$ cat config.mk
export PLATFORM = sky130hd
export DESIGN_NAME = tsb_cfg_bank
export DESIGN_NICKNAME = d
export VERILOG_FILES = /design/src/rtl/tsb_cfg_pkg.sv /design/src/rtl/tsb_asi_decode.sv /design/src/rtl/tsb_reg_file.sv /design/src/rtl/tsb_cfg_bank.sv
export SDC_FILE = /design/constraint.sdc
export NUM_CORES = 1
export LEC_CHECK = 0
export CAP_MARGIN = 15
export CORE_AREA = 2 2 354 356
export CTS_CLUSTER_DIAMETER = 80
export CTS_CLUSTER_SIZE = 8
export DETAILED_ROUTE_END_ITERATION = 10
export DIE_AREA = 0 0 356 358
export DONT_BUFFER_PORTS = 1
export PLACE_DENSITY = 0.41
export SLEW_MARGIN = 20
export SYNTH_ARGS = -nofsm -noshare
export SYNTH_HDL_FRONTEND = slang
export SYNTH_SLANG_ARGS = --single-unit
$ cat constraint.sdc
create_clock -name clk -period 2.45 [get_ports clk]
set_input_delay 0.3675 -clock clk [delete_from_list [all_inputs] [get_ports clk]]
set_output_delay 0.3675 -clock clk [all_outputs]
set_load 0.02 [all_outputs]
$ cat src/rtl/tsb_cfg_pkg.sv
package tsb_cfg_pkg;

    localparam int ASI_W = 8;

    typedef enum logic [1:0] {
        SEL_NONE = 2'd0,
        SEL_BASE = 2'd1,
        SEL_CFG  = 2'd2
    } sel_kind_e;

    typedef struct packed {
        sel_kind_e  kind;
        logic       inst;   // 1: instruction side, 0: data side
        logic [1:0] idx;
    } asi_dec_t;

    // Sparse code map: high nibble 3, low bits pick base or config,
    // bit 2 picks the side, bits 3 and 1 form the register index.
    function automatic asi_dec_t decode_asi(input logic [ASI_W-1:0] asi);
        asi_dec_t d;
        d.kind = SEL_NONE;
        d.inst = asi[2];
        d.idx  = 2'b00;
        if (asi[ASI_W-1:4] == 4'h3) begin
            unique case (asi[1:0])
                2'b01, 2'b10: begin
                    d.kind = SEL_BASE;
                    d.idx  = {asi[3], asi[1]};
                end
                2'b11: begin
                    d.kind = SEL_CFG;
                    d.idx  = {1'b0, asi[3]};
                end
                default: d.kind = SEL_NONE;
            endcase
        end
        return d;
    endfunction

endpackage

$ cat src/rtl/tsb_asi_decode.sv
module tsb_asi_decode
    import tsb_cfg_pkg::*;
(
    input  logic [ASI_W-1:0] asi,
    output asi_dec_t         dec_o
);
    always_comb begin
        dec_o = decode_asi(asi);
    end
endmodule

$ cat src/rtl/tsb_reg_file.sv
module tsb_reg_file #(
    parameter int DATA_W = 64,
    parameter int N_BASE = 4,
    parameter int N_CFG  = 2
) (
    input  logic                           clk,
    input  logic                           rst_n,
    input  logic                           we_base,
    input  logic [$clog2(N_BASE)-1:0]      base_idx,
    input  logic                           we_cfg,
    input  logic [$clog2(N_CFG)-1:0]       cfg_idx,
    input  logic [DATA_W-1:0]              wdata,
    output logic [N_BASE-1:0][DATA_W-1:0]  base_o,
    output logic [N_CFG-1:0][DATA_W-1:0]   cfg_o
);
    logic [N_BASE-1:0][DATA_W-1:0] base_q;
    logic [N_CFG-1:0][DATA_W-1:0]  cfg_q;

    for (genvar b = 0; b < N_BASE; b++) begin : g_base
        always_ff @(posedge clk or negedge rst_n) begin
            if (!rst_n) begin
                base_q[b] <= '0;
            end else if (we_base && (base_idx == b)) begin
                base_q[b] <= wdata;
            end
        end
    end

    for (genvar c = 0; c < N_CFG; c++) begin : g_cfg
        always_ff @(posedge clk or negedge rst_n) begin
            if (!rst_n) begin
                cfg_q[c] <= '0;
            end else if (we_cfg && (cfg_idx == c)) begin
                cfg_q[c] <= wdata;
            end
        end
    end

    assign base_o = base_q;
    assign cfg_o  = cfg_q;
endmodule

$ cat src/rtl/tsb_cfg_bank.sv
module tsb_cfg_bank
    import tsb_cfg_pkg::*;
#(
    parameter int DATA_W = 64,
    parameter int N_BASE = 4,
    parameter int N_CFG  = 2
) (
    input  logic                           clk,
    input  logic                           rst_n,
    input  logic                           hv_en,
    input  logic                           wr_en,
    input  logic [7:0]                     wr_asi,
    input  logic [DATA_W-1:0]              wr_data,
    output logic                           trap_ill_o,
    input  logic [7:0]                     rd_asi,
    output logic [DATA_W-1:0]              rd_data_o,
    output logic [N_BASE-1:0][DATA_W-1:0]  dmmu_base_o,
    output logic [N_CFG-1:0][DATA_W-1:0]   dmmu_cfg_o,
    output logic [N_BASE-1:0][DATA_W-1:0]  immu_base_o,
    output logic [N_CFG-1:0][DATA_W-1:0]   immu_cfg_o
);
    localparam int BIDX_W = $clog2(N_BASE);
    localparam int CIDX_W = $clog2(N_CFG);
    localparam int N_MMU  = 2;

    typedef enum logic [1:0] {
        ACT_IDLE   = 2'd0,
        ACT_COMMIT = 2'd1,
        ACT_REFUSE = 2'd2
    } act_e;

    asi_dec_t wr_dec, rd_dec;
    act_e     act;

    tsb_asi_decode u_wr_dec (.asi(wr_asi), .dec_o(wr_dec));
    tsb_asi_decode u_rd_dec (.asi(rd_asi), .dec_o(rd_dec));

    // Action taken in the single "ready" state this cycle.
    always_comb begin
        if (!wr_en || (wr_dec.kind == SEL_NONE)) begin
            act = ACT_IDLE;
        end else if (hv_en) begin
            act = ACT_COMMIT;
        end else begin
            act = ACT_REFUSE;
        end
    end

    logic [N_MMU-1:0][N_BASE-1:0][DATA_W-1:0] base_q;
    logic [N_MMU-1:0][N_CFG-1:0][DATA_W-1:0]  cfg_q;

    for (genvar m = 0; m < N_MMU; m++) begin : g_mmu
        logic we_base, we_cfg;
        assign we_base = (act == ACT_COMMIT) && (wr_dec.kind == SEL_BASE)
                         && (wr_dec.inst == m[0]);
        assign we_cfg  = (act == ACT_COMMIT) && (wr_dec.kind == SEL_CFG)
                         && (wr_dec.inst == m[0]);

        tsb_reg_file #(
            .DATA_W (DATA_W),
            .N_BASE (N_BASE),
            .N_CFG  (N_CFG)
        ) u_rf (
            .clk      (clk),
            .rst_n    (rst_n),
            .we_base  (we_base),
            .base_idx (wr_dec.idx[BIDX_W-1:0]),
            .we_cfg   (we_cfg),
            .cfg_idx  (wr_dec.idx[CIDX_W-1:0]),
            .wdata    (wr_data),
            .base_o   (base_q[m]),
            .cfg_o    (cfg_q[m])
        );
    end

    // Output process.
    always_comb begin
        trap_ill_o = (act == ACT_REFUSE);
        rd_data_o  = '0;
        unique case (rd_dec.kind)
            SEL_BASE: rd_data_o = base_q[rd_dec.inst][rd_dec.idx[BIDX_W-1:0]];
            SEL_CFG:  rd_data_o = cfg_q[rd_dec.inst][rd_dec.idx[CIDX_W-1:0]];
            default:  rd_data_o = '0;
        endcase
    end

    assign dmmu_base_o = base_q[0];
    assign dmmu_cfg_o  = cfg_q[0];
    assign immu_base_o = base_q[1];
    assign immu_cfg_o  = cfg_q[1];
endmodule

-- After elaboration in Yosys (flattened, before gate mapping)
Index checks and enable logic that the tools add are counted.
- equal/unequal tests: 17
- bitwise operators: 2
- reduce and logical (&&, ||, !) cells: 24
- $lt $le $gt $ge: 3
- multiplexer cells: 19
- operators with widths (kind ; number):
    two-way mux 256 bit ; 2
    two-way mux 128 bit ; 2
    two-way mux 64 bit ; 3
    binary-select mux 64 bit (select 2 bit) ; 1
    one-hot mux 64 bit (2 select lines) ; 1
    == test 2 bit, second input constant ; 9
    logical AND 1 bit ; 18
    one-hot mux 2 bit (2 select lines) ; 4
    == test 2 x 1 -> 1 bit, second input constant ; 6
    two-way mux 2 bit ; 6
    == test 4 x 2 -> 1 bit, second input constant ; 2
    logical NOT 2 bit ; 2
    < comparator 1 x 2 -> 1 bit, second input constant ; 2
    OR reduction 2 bit ; 2
    < comparator 2 x 3 -> 1 bit, second input constant ; 1
    NOT 1 bit ; 2
    logical NOT 1 bit ; 1
    logical OR 1 bit ; 1
- logic and storage cells: 77
- input bits: 84
- output and inout bits: 833
- register bits after elaboration: 768

-- Logic depth before layout (Yosys ltp)
Gate-level depths: netlist of run 1.
- word-level depth: 11
- mapped depth: 10
- mapped depth without buffers: 8

-- By module
Synthesis of run 1 repeated with hierarchy kept, for this count alone.
- cells, all modules: 2254
- area total of the unflattened synthesis: 35678.0 µm²
- by module, submodules not included (module ; sequential area each (µm²) ; cells an instance ; instances ; area each (µm²)):
    tsb_reg_file ; 9609.2 ; 814 ; 2 ; 14526.4
    tsb_cfg_bank ; 0.0 ; 608 ; 1 ; 6477.5
    tsb_asi_decode ; 0.0 ; 9 ; 2 ; 73.8

-- Worst setup path before layout of run 1
No wires, ideal clock.
- path kind: input-to-output
- start: input rd_asi[2]
- end: output rd_data_o[10]
- slack: -0.003 ns
- arrival time: 2.085 ns
- required time: 2.082 ns
- stages: 5
- buffers on the path: 3
- path through: buf_2 > buf_4 > buf_1 > mux4_2 > a22o_1
- cells in the longest elaborated chain, start to end: 5
- elaborated cells on any way between the ends: 9
- those cells by class: mux (9)
- ends and longest elaborated chain (item ; line ; text):
    start, declared ; tsb_cfg_bank.sv:15 ; input logic [7:0] rd_asi,
    two-way mux 256 bit (implied by the code) or two-way mux 128 bit (tied branches) (2 in series) ; tsb_cfg_bank.sv:81, tsb_cfg_bank.sv:82 ;
    binary-select mux 64 bit (select 2 bit) or two-way mux 64 bit (tied branches) ; tsb_cfg_bank.sv:81, tsb_cfg_bank.sv:82 ;
    two-way mux 64 bit (on tied branches) ; tsb_cfg_bank.sv:81, tsb_cfg_bank.sv:82 ;
    one-hot mux 64 bit (2 select lines) (*) ; tsb_cfg_bank.sv:80 ; unique case (rd_dec.kind)
    end, declared ; tsb_cfg_bank.sv:16 ; output logic [DATA_W-1:0] rd_data_o,
Every way passes the cells marked *; elsewhere a longest branch is shown, timed or not. The select of a mux whose other input is x is not followed.

-- Final worst setup path of run 1
- start: input rd_asi[6]
- end: output rd_data_o[26]
- cells in the longest elaborated chain, start to end: 5
- elaborated cells on any way between the ends: 10
- those cells by class: eq/ne (3); mux (7)
- ends and longest elaborated chain (item ; line ; text):
    == test 4 x 2 -> 1 bit (*) ; tsb_cfg_pkg.sv:24 ; if (asi[ASI_W-1:4] == 4'h3) begin
    two-way mux 2 bit ; tsb_cfg_pkg.sv:24 ;
    binary-select mux 64 bit (select 2 bit) or two-way mux 64 bit (tied branches) ; tsb_cfg_bank.sv:81, tsb_cfg_bank.sv:82 ;
    two-way mux 64 bit (on tied branches) ; tsb_cfg_bank.sv:81, tsb_cfg_bank.sv:82 ;
    one-hot mux 64 bit (2 select lines) (*) ; tsb_cfg_bank.sv:80 ;
Marks and branches as above.

==> results of run 1 <==
[metrics by stage]
| step | hold slack (ns) | power, mW | util | setup slack [ns] | setup TNS [ns] |
|---|---|---|---|---|---|
| global route | -0.09479 | 29.81 | 0.3561 | -0.1371 | -4.025 |
| CTS | -0.6909 | 28.84 | 0.3507 | -0.1458 | -3.184 |
| global placement | 0.1031 | 14.73 | 0.3094 | -0.3843 | -23.94 |
| finish | -0.1291 | 28.83 | 0.3562 | -0.1273 | -2.824 |
| detailed placement | 0.1036 | 14.75 | 0.3094 | -0.3478 | -28.09 |
| floorplan | 0.07191 | 14.43 | - | 0.001493 | 0 |
[timing repair]
action	4_1_cts	5_1_grt
setup endpoints to repair	64	64
buffers inserted	21	11
pin swaps	41	37
endpoints found under the hold margin	1536	176
resized for setup	305	54
hold buffers	64	5
gates cloned	10	6
[cell type report]
cell class,instances,area (um^2),share of cell area
Timing Repair Buffer,278,3804,0.08660
Clock inverter,12,186.4,0.004245
Clock buffer,110,2710,0.06171
Sequential cell,768,19380,0.4412
Multi-Input combinational cell,1398,15770,0.3590
Antenna cell,5,12.51,0.0002849
Tap cell,1637,2048,0.04664
Inverter,4,15.01,0.0003419
[kinds of logic (layout without fill, tap and decap cells)]
| family | after synthesis | after routing | synth area share |
|---|---|---|---|
| DFF | 768 | 768 | 0.5446 |
| AOI/OAI and AO/OA | 326 | 326 | 0.07404 |
| buffers and inverters | 253 | 404 | 0.03865 |
| other | 0 | 5 | 0 |
| muxes | 960 | 960 | 0.3200 |
| and+or+nand+nor | 107 | 107 | 0.02092 |
| adders and majority gates | 5 | 5 | 0.001773 |
[cell usage in the layout (no fill, tap or decap), types with 3 or more instances in the layout]
cell type                       synthesis  layout
sky130_fd_sc_hd__a21oi_1               63      62
sky130_fd_sc_hd__o211ai_1              64      64
sky130_fd_sc_hd__buf_6                 48      16
sky130_fd_sc_hd__mux2i_1              192     185
sky130_fd_sc_hd__buf_4                  1      89
sky130_fd_sc_hd__nand3_1               65      63
sky130_fd_sc_hd__dlygate4sd3_1          0      65
sky130_fd_sc_hd__mux2i_2                0       6
sky130_fd_sc_hd__mux2_2               604     604
sky130_fd_sc_hd__a221oi_1              64      16
sky130_fd_sc_hd__inv_16                 0       3
sky130_fd_sc_hd__mux2_1               100     100
sky130_fd_sc_hd__a22o_4                 0      56
sky130_fd_sc_hd__or3_4                  2       3
sky130_fd_sc_hd__buf_16                 0      17
sky130_fd_sc_hd__diode_2                0       5
sky130_fd_sc_hd__nor2b_1                5       3
sky130_fd_sc_hd__buf_12                 0      84
sky130_fd_sc_hd__ha_1                   5       3
sky130_fd_sc_hd__nand2_1                7       3
sky130_fd_sc_hd__nor2_8                 4       4
sky130_fd_sc_hd__a221oi_4               0       5
sky130_fd_sc_hd__mux4_2                64      64
sky130_fd_sc_hd__nand3_4                2       3
sky130_fd_sc_hd__a32o_1                64      64
sky130_fd_sc_hd__dfrtp_1              768     644
sky130_fd_sc_hd__dfrtp_2                0     123
sky130_fd_sc_hd__nor4_4                 4       4
sky130_fd_sc_hd__a221oi_2               0      43
sky130_fd_sc_hd__clkbuf_16              0     113
sky130_fd_sc_hd__a22o_1                64       6
[layer usage]
metal  vias to the layer above  share of wire  global-route usage
met2                      1160           0.50              0.4140
met1                     12980           0.37              0.2741
met5                         -       0.000093                   0
met3                       287          0.093             0.08601
li1                       9407              -                   -
met4                         2          0.036             0.08397
[path summary, 6_finish.rpt]
kind | startpoint | to | cells past startpoint
worst min register to register | g_mmu[1].u_rf.cfg_o[73] | g_mmu[1].u_rf.cfg_o[73] | 1
worst max-delay path | rd_asi[6] | rd_data_o[26] | 8
min in group clk | wr_asi[3] | g_mmu[1].u_rf.cfg_o[73] | 2
worst min-delay path | rst_n | g_mmu[0].u_rf.base_o[157] | 3
worst max register to register | g_mmu[0].u_rf.base_o[255] | g_mmu[0].u_rf.base_o[255] | 2
max in group asynchronous | rst_n | g_mmu[0].u_rf.base_o[195] | 5
[registers in the layout, summed over array words and instances (netlist names)]
name,cells
g_mmu.u_rf.base_o,512
g_mmu.u_rf.cfg_o,256
[power by group through the flow]
stage | Clock, mW | Combinational (mW) | Sequential [mW]
3_5_place_dp | 0 | 0.882 | 13.9
4_1_cts | 13.9 | 1.24 | 13.7
5_1_grt | 14.4 | 1.71 | 13.7
3_3_place_gp | 0 | 0.869 | 13.9
6_report | 13.6 | 1.60 | 13.7
2_1_floorplan | 0 | 0.764 | 13.7
[worst reg2reg max path: stages, from the launching register on]
cell                      delay, ns
sky130_fd_sc_hd__dfrtp_2       0.49
sky130_fd_sc_hd__buf_4         0.21
sky130_fd_sc_hd__mux2_2        0.26
==> impl_results.html, run 1 <==
<table>
<tr><th>Metric</th><th>Value</th></tr>
<tr><th colspan="2">Logic synthesis</th></tr>
<tr><td>Yosys synthesis warning count</td><td>0</td></tr>
<tr><td>Synth Cell Area</td><td>0.03529 mm^2</td></tr>
<tr><td>Synth Area per Inst</td><td>14.59 um^2</td></tr>
<tr><td>Area share of the largest cell type after synthesis</td><td>0.5446</td></tr>
<tr><td>Most used standard cell by instance count after synthesis</td><td>sky130_fd_sc_hd__dfrtp_1</td></tr>
<tr><td>Sequential element share of the synthesized area</td><td>0.5446</td></tr>
<tr><td>Biggest area consumer among synthesized cells</td><td>sky130_fd_sc_hd__dfrtp_1</td></tr>
<tr><td>Area contributors post-synth</td><td>sky130_fd_sc_hd__dfrtp_1, sky130_fd_sc_hd__mux2_2, sky130_fd_sc_hd__mux2i_1</td></tr>
<tr><td>Leading register cell type out of synthesis</td><td>sky130_fd_sc_hd__dfrtp_1</td></tr>
<tr><td>Cell count after synthesis</td><td>2419</td></tr>
<tr><td>Number of nets produced by synthesis</td><td>2508</td></tr>
<tr><td>Number of distinct standard cells referenced by the synthesized netlist</td><td>42</td></tr>
<tr><td>Most used standard cells in the synthesized netlist</td><td>sky130_fd_sc_hd__dfrtp_1, sky130_fd_sc_hd__mux2_2, sky130_fd_sc_hd__mux2i_1</td></tr>
<tr><td>Number of synthesized register bits</td><td>768</td></tr>
<tr><td>Number of enable flip-flop cells after synthesis</td><td>0</td></tr>
<tr><td>Ys async rst share</td><td>1.000</td></tr>
<tr><th colspan="2">Setup path</th></tr>
<tr><td>Minimum setup slack among reg-to-reg paths</td><td>1.37 ns</td></tr>
<tr><td>Cells traversed along the worst timing path</td><td>and4bb_4 &gt; a21boi_4 &gt; buf_4 &gt; buf_12 &gt; buf_12 &gt; mux4_2 &gt; a22o_1 &gt; buf_4</td></tr>
<tr><td>Startpoint types</td><td>input pin</td></tr>
<tr><td>Standard cell with the maximum stage delay on the critical path</td><td>sky130_fd_sc_hd__and4bb_4</td></tr>
<tr><td>Required time of the worst setup path</td><td>2.08 ns</td></tr>
<tr><td>Largest fanout of any net on the critical path</td><td>7</td></tr>
<tr><td>Worst Path Buf+Inv</td><td>4</td></tr>
<tr><td>Delay contributed by the slowest stage of the critical path</td><td>0.39 ns</td></tr>
<tr><td>Data arrival time of the worst path</td><td>2.21 ns</td></tr>
<tr><td>Critical Path End Type</td><td>output port</td></tr>
<tr><td>Cell family with most CP delay</td><td>buffers and inverters</td></tr>
<tr><td>Crit Path Class</td><td>in -&gt; out</td></tr>
<tr><th colspan="2">Place</th></tr>
<tr><td>Final estimated routing congestion in global placement</td><td>0.8927</td></tr>
<tr><td>DPL Wire Length</td><td>105700 um</td></tr>
<tr><td>Total of buffers placed on input and output ports</td><td>0</td></tr>
<tr><td>Placed instance count</td><td>3969</td></tr>
<tr><td>Placed cell area</td><td>0.03815 mm^2</td></tr>
<tr><th colspan="2">STA</th></tr>
<tr><td>Tcrit/Tclk final</td><td>1.052</td></tr>
<tr><td>Worst-case clock skew</td><td>0 ns</td></tr>
<tr><td>Final Hold Violating Endpoints</td><td>155</td></tr>
<tr><td>Number of setup violations in the final report</td><td>48</td></tr>
<tr><td>Normalized max-slew margin</td><td>0.3568</td></tr>
<tr><td>Post-route worst hold slack</td><td>-0.1291 ns</td></tr>
<tr><td>Time the worst path needs with I/O delays and setup</td><td>2.577 ns</td></tr>
<tr><td>Fin worst setup slack</td><td>-0.1273 ns</td></tr>
<tr><td>Setup repair after global routing missed its margin</td><td>true</td></tr>
<tr><td>Final Max Tran Viols</td><td>0</td></tr>
<tr><td>Maximum operating frequency</td><td>388.0 MHz</td></tr>
<tr><td>Least-Margin Pin Slew</td><td>0.9648 ns</td></tr>
<tr><th colspan="2">Clock tree</th></tr>
<tr><td>Root buf cell</td><td>sky130_fd_sc_hd__clkbuf_16</td></tr>
<tr><td>Maximum count of clock buffers along a single path</td><td>3</td></tr>
<tr><td>Clock-pin slew on the worst setup and hold paths</td><td>0.05 ns</td></tr>
<tr><td>Number of buffers inserted during clock tree synthesis</td><td>108</td></tr>
<tr><td>Number of sinks driven by the clock tree</td><td>768</td></tr>
<tr><td>Later-pin clock latency in the skew report</td><td>0.71 ns</td></tr>
<tr><td>TritonCTS clock tree</td><td>yes</td></tr>
<tr><td>H-Tree Level Count</td><td>3</td></tr>
<tr><th colspan="2">GRT</th></tr>
<tr><td>Global-route usage over all layers</td><td>0.2401</td></tr>
<tr><td>Gr ovfl total</td><td>0</td></tr>
<tr><td>Initial antenna violation count</td><td>5</td></tr>
<tr><td>Pin count of the biggest net entering global routing</td><td>769</td></tr>
<tr><td>Global-route wire length before repair</td><td>215300 um</td></tr>
<tr><td>Via count of the first global-routing pass</td><td>25050</td></tr>
<tr><th colspan="2">Pwr</th></tr>
<tr><td>Total leakage power</td><td>20.20 nW</td></tr>
<tr><td>Peak supply drop</td><td>0.5700 mV</td></tr>
<tr><td>Portion of total power attributed to sequential cells</td><td>0.474</td></tr>
<tr><td>Design internal power</td><td>21.40 mW</td></tr>
<tr><td>Part of the total power dissipated in the clock network</td><td>0.471</td></tr>
<tr><td>Pwr Density</td><td>656.5 mW/mm^2</td></tr>
<tr><td>Net switching fraction of the power</td><td>0.2579</td></tr>
<tr><td>Combinational power share</td><td>0.055</td></tr>
<tr><td>Reported net switching power</td><td>7.437 mW</td></tr>
<tr><th colspan="2">Detailed routing</th></tr>
<tr><td>Number of DRC violations after detailed-routing iteration 0</td><td>1853</td></tr>
<tr><td>Post-detailed-route wirelength per cell</td><td>38.10 um</td></tr>
<tr><td>DR vias</td><td>23840</td></tr>
<tr><td>Total iterations of the first detailed-routing run</td><td>5</td></tr>
<tr><td># DRC</td><td>0</td></tr>
<tr><td>Post-route ant nets</td><td>0</td></tr>
<tr><td>Routed wire length</td><td>160500 um</td></tr>
<tr><td>Via density per instance</td><td>5.659</td></tr>
<tr><th colspan="2">Layout</th></tr>
<tr><td>Layout overhead on the synthesized area</td><td>24.47%</td></tr>
<tr><td>Final standard cell area without fillers</td><td>0.04392 mm^2</td></tr>
<tr><td>Number of fillers in the final layout</td><td>11860</td></tr>
<tr><td>Net count, final</td><td>2647</td></tr>
<tr><td>Share of layout cells above drive strength 1</td><td>0.4973</td></tr>
<tr><td>Count of placed standard cells in the final layout, fillers left out</td><td>4212</td></tr>
<tr><th colspan="2">Floorplan</th></tr>
<tr><td>Std cell rows</td><td>129</td></tr>
<tr><td>Initial core utilization</td><td>0.2862</td></tr>
<tr><td>Floorplan die area</td><td>0.1274 mm^2</td></tr>
<tr><td>Top-level I/O count</td><td>917</td></tr>
<tr><td>Core ar.</td><td>0.1233 mm^2</td></tr>
<tr><td>X dimension of the die</td><td>356 um</td></tr>
<tr><td>Die Y</td><td>358 um</td></tr>
<tr><th colspan="2">Job</th></tr>
<tr><td>Max-cap violations</td><td>0</td></tr>
<tr><th colspan="2">Outcome</th></tr>
<tr><td>Violations in the final reports</td><td>negative hold slack, negative setup slack</td></tr>
<tr><td>Result of the run</td><td>complete, but fails checks</td></tr>
<tr><th colspan="2">Min path</th></tr>
<tr><td>Worst hold-check path type</td><td>in -&gt; async</td></tr>
</table>
Power figures use the tool's default switching activity.
==> inputs of run 2 (changes only) <==
==> constraint.sdc (replaced) <==
create_clock -name clk -period 2.45 [get_ports clk]
set_input_delay 0.6125 -clock clk [delete_from_list [all_inputs] [get_ports clk]]
set_output_delay 0.6125 -clock clk [all_outputs]
set_load 0.02 [all_outputs]
==> impl_results.html, run 2 (same netlist as run 1, synthesis figures left out) <==
<table>
<tr><th>Metric</th><th>Value</th></tr>
<tr><th colspan="2">Place</th></tr>
<tr><td>Total of buffers placed on input and output ports</td><td>0 (unchanged)</td></tr>
<tr><td>Final estimated routing congestion in global placement</td><td>0.8767 (-1.8%)</td></tr>
<tr><td>DPL Wire Length</td><td>105700 um (about the same)</td></tr>
<tr><th colspan="2">Setup path</th></tr>
<tr><td>Cells traversed along the worst timing path</td><td>and4bb_4 &gt; buf_6 &gt; a21boi_4 &gt; buf_12 &gt; buf_8 &gt; buf_12 &gt; mux4_2 &gt; a22o_4</td></tr>
<tr><td>Capturing point of the worst reg2reg path</td><td>g_mmu[0].u_rf.base_o[206]</td></tr>
<tr><td>Delay contributed by the slowest stage of the critical path</td><td>0.43 ns (+0.04 ns)</td></tr>
<tr><td>Standard cell with the maximum stage delay on the critical path</td><td>sky130_fd_sc_hd__mux4_2</td></tr>
<tr><td>Crit Path Class</td><td>in -&gt; out</td></tr>
<tr><td>Critical Path End Type</td><td>output port</td></tr>
<tr><td>Origin of the critical flop-to-flop path</td><td>g_mmu[0].u_rf.base_o[206]</td></tr>
<tr><td>Most frequent cell on the critical path</td><td>sky130_fd_sc_hd__buf_12</td></tr>
<tr><td>Startpoint types</td><td>input pin</td></tr>
<tr><td>Minimum setup slack among reg-to-reg paths</td><td>1.45 ns (+0.08 ns)</td></tr>
<tr><td>Largest fanout of any net on the critical path</td><td>8 (+1)</td></tr>
<tr><td>Cell count of the worst reg-to-reg path</td><td>1 (-1)</td></tr>
<tr><td>Data arrival time of the worst path</td><td>2.52 ns (+0.31 ns)</td></tr>
<tr><td>Required time of the worst setup path</td><td>1.84 ns (-0.24 ns)</td></tr>
<tr><th colspan="2">Layout</th></tr>
<tr><td>Fin util</td><td>0.3721 (+0.01590)</td></tr>
<tr><td>Largest register FFs</td><td>512 (unchanged)</td></tr>
<tr><td>Net count, final</td><td>2800 (+5.8%)</td></tr>
<tr><td>Highest-count cells in the layout ignoring fill and taps</td><td>sky130_fd_sc_hd__dfrtp_1, sky130_fd_sc_hd__mux2_2, sky130_fd_sc_hd__mux2_4</td></tr>
<tr><td>Layout overhead on the synthesized area</td><td>30.02%</td></tr>
<tr><td>Share of layout cells above drive strength 1</td><td>0.5103 (+0.01301)</td></tr>
<tr><td>Most common cell after layout, fill and taps aside</td><td>sky130_fd_sc_hd__dfrtp_1</td></tr>
<tr><th colspan="2">GRT</th></tr>
<tr><td>Global-route wire length before repair</td><td>224300 um (+4.2%)</td></tr>
<tr><td>Initial antenna violation count</td><td>8 (+3)</td></tr>
<tr><td>Via count of the first global-routing pass</td><td>25950 (+3.6%)</td></tr>
<tr><td>Gr ovfl total</td><td>0 (unchanged)</td></tr>
<tr><td>Pin count of the biggest net entering global routing</td><td>769 (unchanged)</td></tr>
<tr><td>Global-route usage over all layers</td><td>0.2504 (+0.01028)</td></tr>
<tr><th colspan="2">STA</th></tr>
<tr><td>Worst-case clock skew</td><td>0 ns (unchanged)</td></tr>
<tr><td>Time the worst path needs with I/O delays and setup</td><td>3.137 ns (+0.5598 ns)</td></tr>
<tr><td>Least-Margin Pin Slew</td><td>1.061 ns (+0.09642 ns)</td></tr>
<tr><td>Number of setup violations in the final report</td><td>64 (+33%)</td></tr>
<tr><td>Maximum operating frequency</td><td>318.8 MHz (-18%)</td></tr>
<tr><td>Tcrit/Tclk final</td><td>1.280 (+0.2285)</td></tr>
<tr><td>Post-route worst hold slack</td><td>-0.3972 ns (-0.2681 ns)</td></tr>
<tr><td>Final Hold Violating Endpoints</td><td>110 (-29%)</td></tr>
<tr><td>Setup repair after global routing missed its margin</td><td>true</td></tr>
<tr><td>Sum Neg Setup Slack</td><td>-39.37 ns (-36.54 ns)</td></tr>
<tr><td>Normalized max-slew margin</td><td>0.2925 (-0.06428)</td></tr>
<tr><td>Final Max Tran Viols</td><td>0 (unchanged)</td></tr>
<tr><td>Fin worst setup slack</td><td>-0.6871 ns (-0.5598 ns)</td></tr>
<tr><th colspan="2">Pwr</th></tr>
<tr><td>Pwr Density</td><td>632.5 mW/mm^2 (-3.7%)</td></tr>
<tr><td>Peak supply drop</td><td>0.5452 mV (-4.4%)</td></tr>
<tr><td>Total leakage power</td><td>21.17 nW (+4.8%)</td></tr>
<tr><th colspan="2">Outcome</th></tr>
<tr><td>Violations in the final reports</td><td>negative hold slack, negative setup slack</td></tr>
<tr><td>Result of the run</td><td>complete, but fails checks</td></tr>
<tr><th colspan="2">Clock tree</th></tr>
<tr><td>Clock-pin slew on the worst setup and hold paths</td><td>0.05 ns (about the same)</td></tr>
<tr><td>H-Tree Level Count</td><td>3 (unchanged)</td></tr>
<tr><td>Number of hold buffers added after CTS</td><td>93 (+45%)</td></tr>
<tr><td>Maximum count of clock buffers along a single path</td><td>3 (unchanged)</td></tr>
<tr><td>Later-pin clock latency in the skew report</td><td>0.71 ns (about the same)</td></tr>
<tr><td>Root buf cell</td><td>sky130_fd_sc_hd__clkbuf_16</td></tr>
<tr><td>TritonCTS clock tree</td><td>yes</td></tr>
<tr><td>Number of sinks driven by the clock tree</td><td>768 (unchanged)</td></tr>
<tr><td>Number of buffers inserted during clock tree synthesis</td><td>107 (-0.93%)</td></tr>
<tr><th colspan="2">Floorplan</th></tr>
<tr><td>Floorplan die area</td><td>0.1274 mm^2 (unchanged)</td></tr>
<tr><td>Std cell rows</td><td>129 (unchanged)</td></tr>
<tr><td>Die Y</td><td>358 um (unchanged)</td></tr>
<tr><td>Initial core utilization</td><td>0.2862 (unchanged)</td></tr>
<tr><td>Core ar.</td><td>0.1233 mm^2 (unchanged)</td></tr>
<tr><td>X dimension of the die</td><td>356 um (unchanged)</td></tr>
<tr><td>Top-level I/O count</td><td>917 (unchanged)</td></tr>
<tr><th colspan="2">Detailed routing</th></tr>
<tr><td>Post-detailed-route wirelength per cell</td><td>37.82 um (-0.74%)</td></tr>
<tr><td># DRC</td><td>0 (unchanged)</td></tr>
<tr><td>Post-route ant nets</td><td>0 (unchanged)</td></tr>
<tr><td>Number of DRC violations after detailed-routing iteration 0</td><td>1843 (-0.54%)</td></tr>
<tr><td>Routed wire length</td><td>164900 um (+2.8%)</td></tr>
<tr><td>Via density per instance</td><td>5.543 (-2.0%)</td></tr>
<tr><td>Total iterations of the first detailed-routing run</td><td>5 (unchanged)</td></tr>
<tr><td>DR vias</td><td>24180 (+1.4%)</td></tr>
<tr><th colspan="2">Job</th></tr>
<tr><td>Max-cap violations</td><td>0 (unchanged)</td></tr>
<tr><th colspan="2">Min path</th></tr>
<tr><td>Worst hold-check path type</td><td>in -&gt; async</td></tr>
</table>
==> run 2: repair_timing <==
item,in CTS,in global routing
setup endpoints to repair,64,64
gates cloned,13,2
buffers inserted,21,15
pin swaps,36,46
endpoints found under the hold margin,1376,69
gates resized for setup,141,67
==> run 2: worst max path at each step <==
stage / from / end / slack, ns / depth (start not counted)
final: rd_asi[6] / rd_data_o[39] / -0.69 / 8
after global routing: rd_asi[6] / rd_data_o[24] / -0.73 / 11
after CTS: rd_asi[7] / rd_data_o[61] / -0.73 / 10
after detailed placement: rd_asi[7] / rd_data_o[61] / -0.82 / 8
after global placement: rd_asi[7] / rd_data_o[61] / -0.84 / 10
after floorplan: rd_asi[0] / rd_data_o[21] / -0.35 / 10
==> run 2: per-layer routing <==
metal,vias to the layer above,global-route usage,routed length [um]
li1,9709,-,-
met1,13070,0.2970,63470
met2,1122,0.4126,79000
met3,278,0.08702,15790
met4,0,0.1044,6662
met5,-,0,0
==> run 2: where the power goes <==
group / total [mW] / internal (mW) / switching, mW
registers: 13.6 / 13.0 / 0.626
logic: 1.76 / 0.752 / 1.00
clock network: 13.7 / 8.04 / 5.63
==> run 2: stage by stage <==
stage               total power [mW]  area, um^2  worst slack [ns]  hold slack [ns]  cells
floorplan                      14.54       36530           -0.3533           0.3169   2419
global placement               14.84       40330           -0.8429           0.3479   4102
detailed placement             14.86       40330           -0.8187           0.3576   4102
CTS                            29.08       45230           -0.7282          -0.4227   4346
global route                   30.03       45880           -0.7346          -0.4421   4360
finish                         29.02       45880           -0.6871          -0.3972   4361
==> run 2: worst max-delay path, delay by kind of cell <==
kind	cells	cell delay (ns)
buffers and inverters	4	0.57
AOI/OAI and AO/OA	2	0.51
muxes	1	0.43
and+or+nand+nor	1	0.37
==> run 2: layout make-up <==
cell class	instances	area [um^2]
antenna	2	5.005
tap	1637	2048
clock buffer	113	2764
inverter	4	15.01
fill	11770	77430
clock inverter	7	121.4
timing repair buffer	432	5056
sequential	768	19220
multi-input combinational	1398	16650
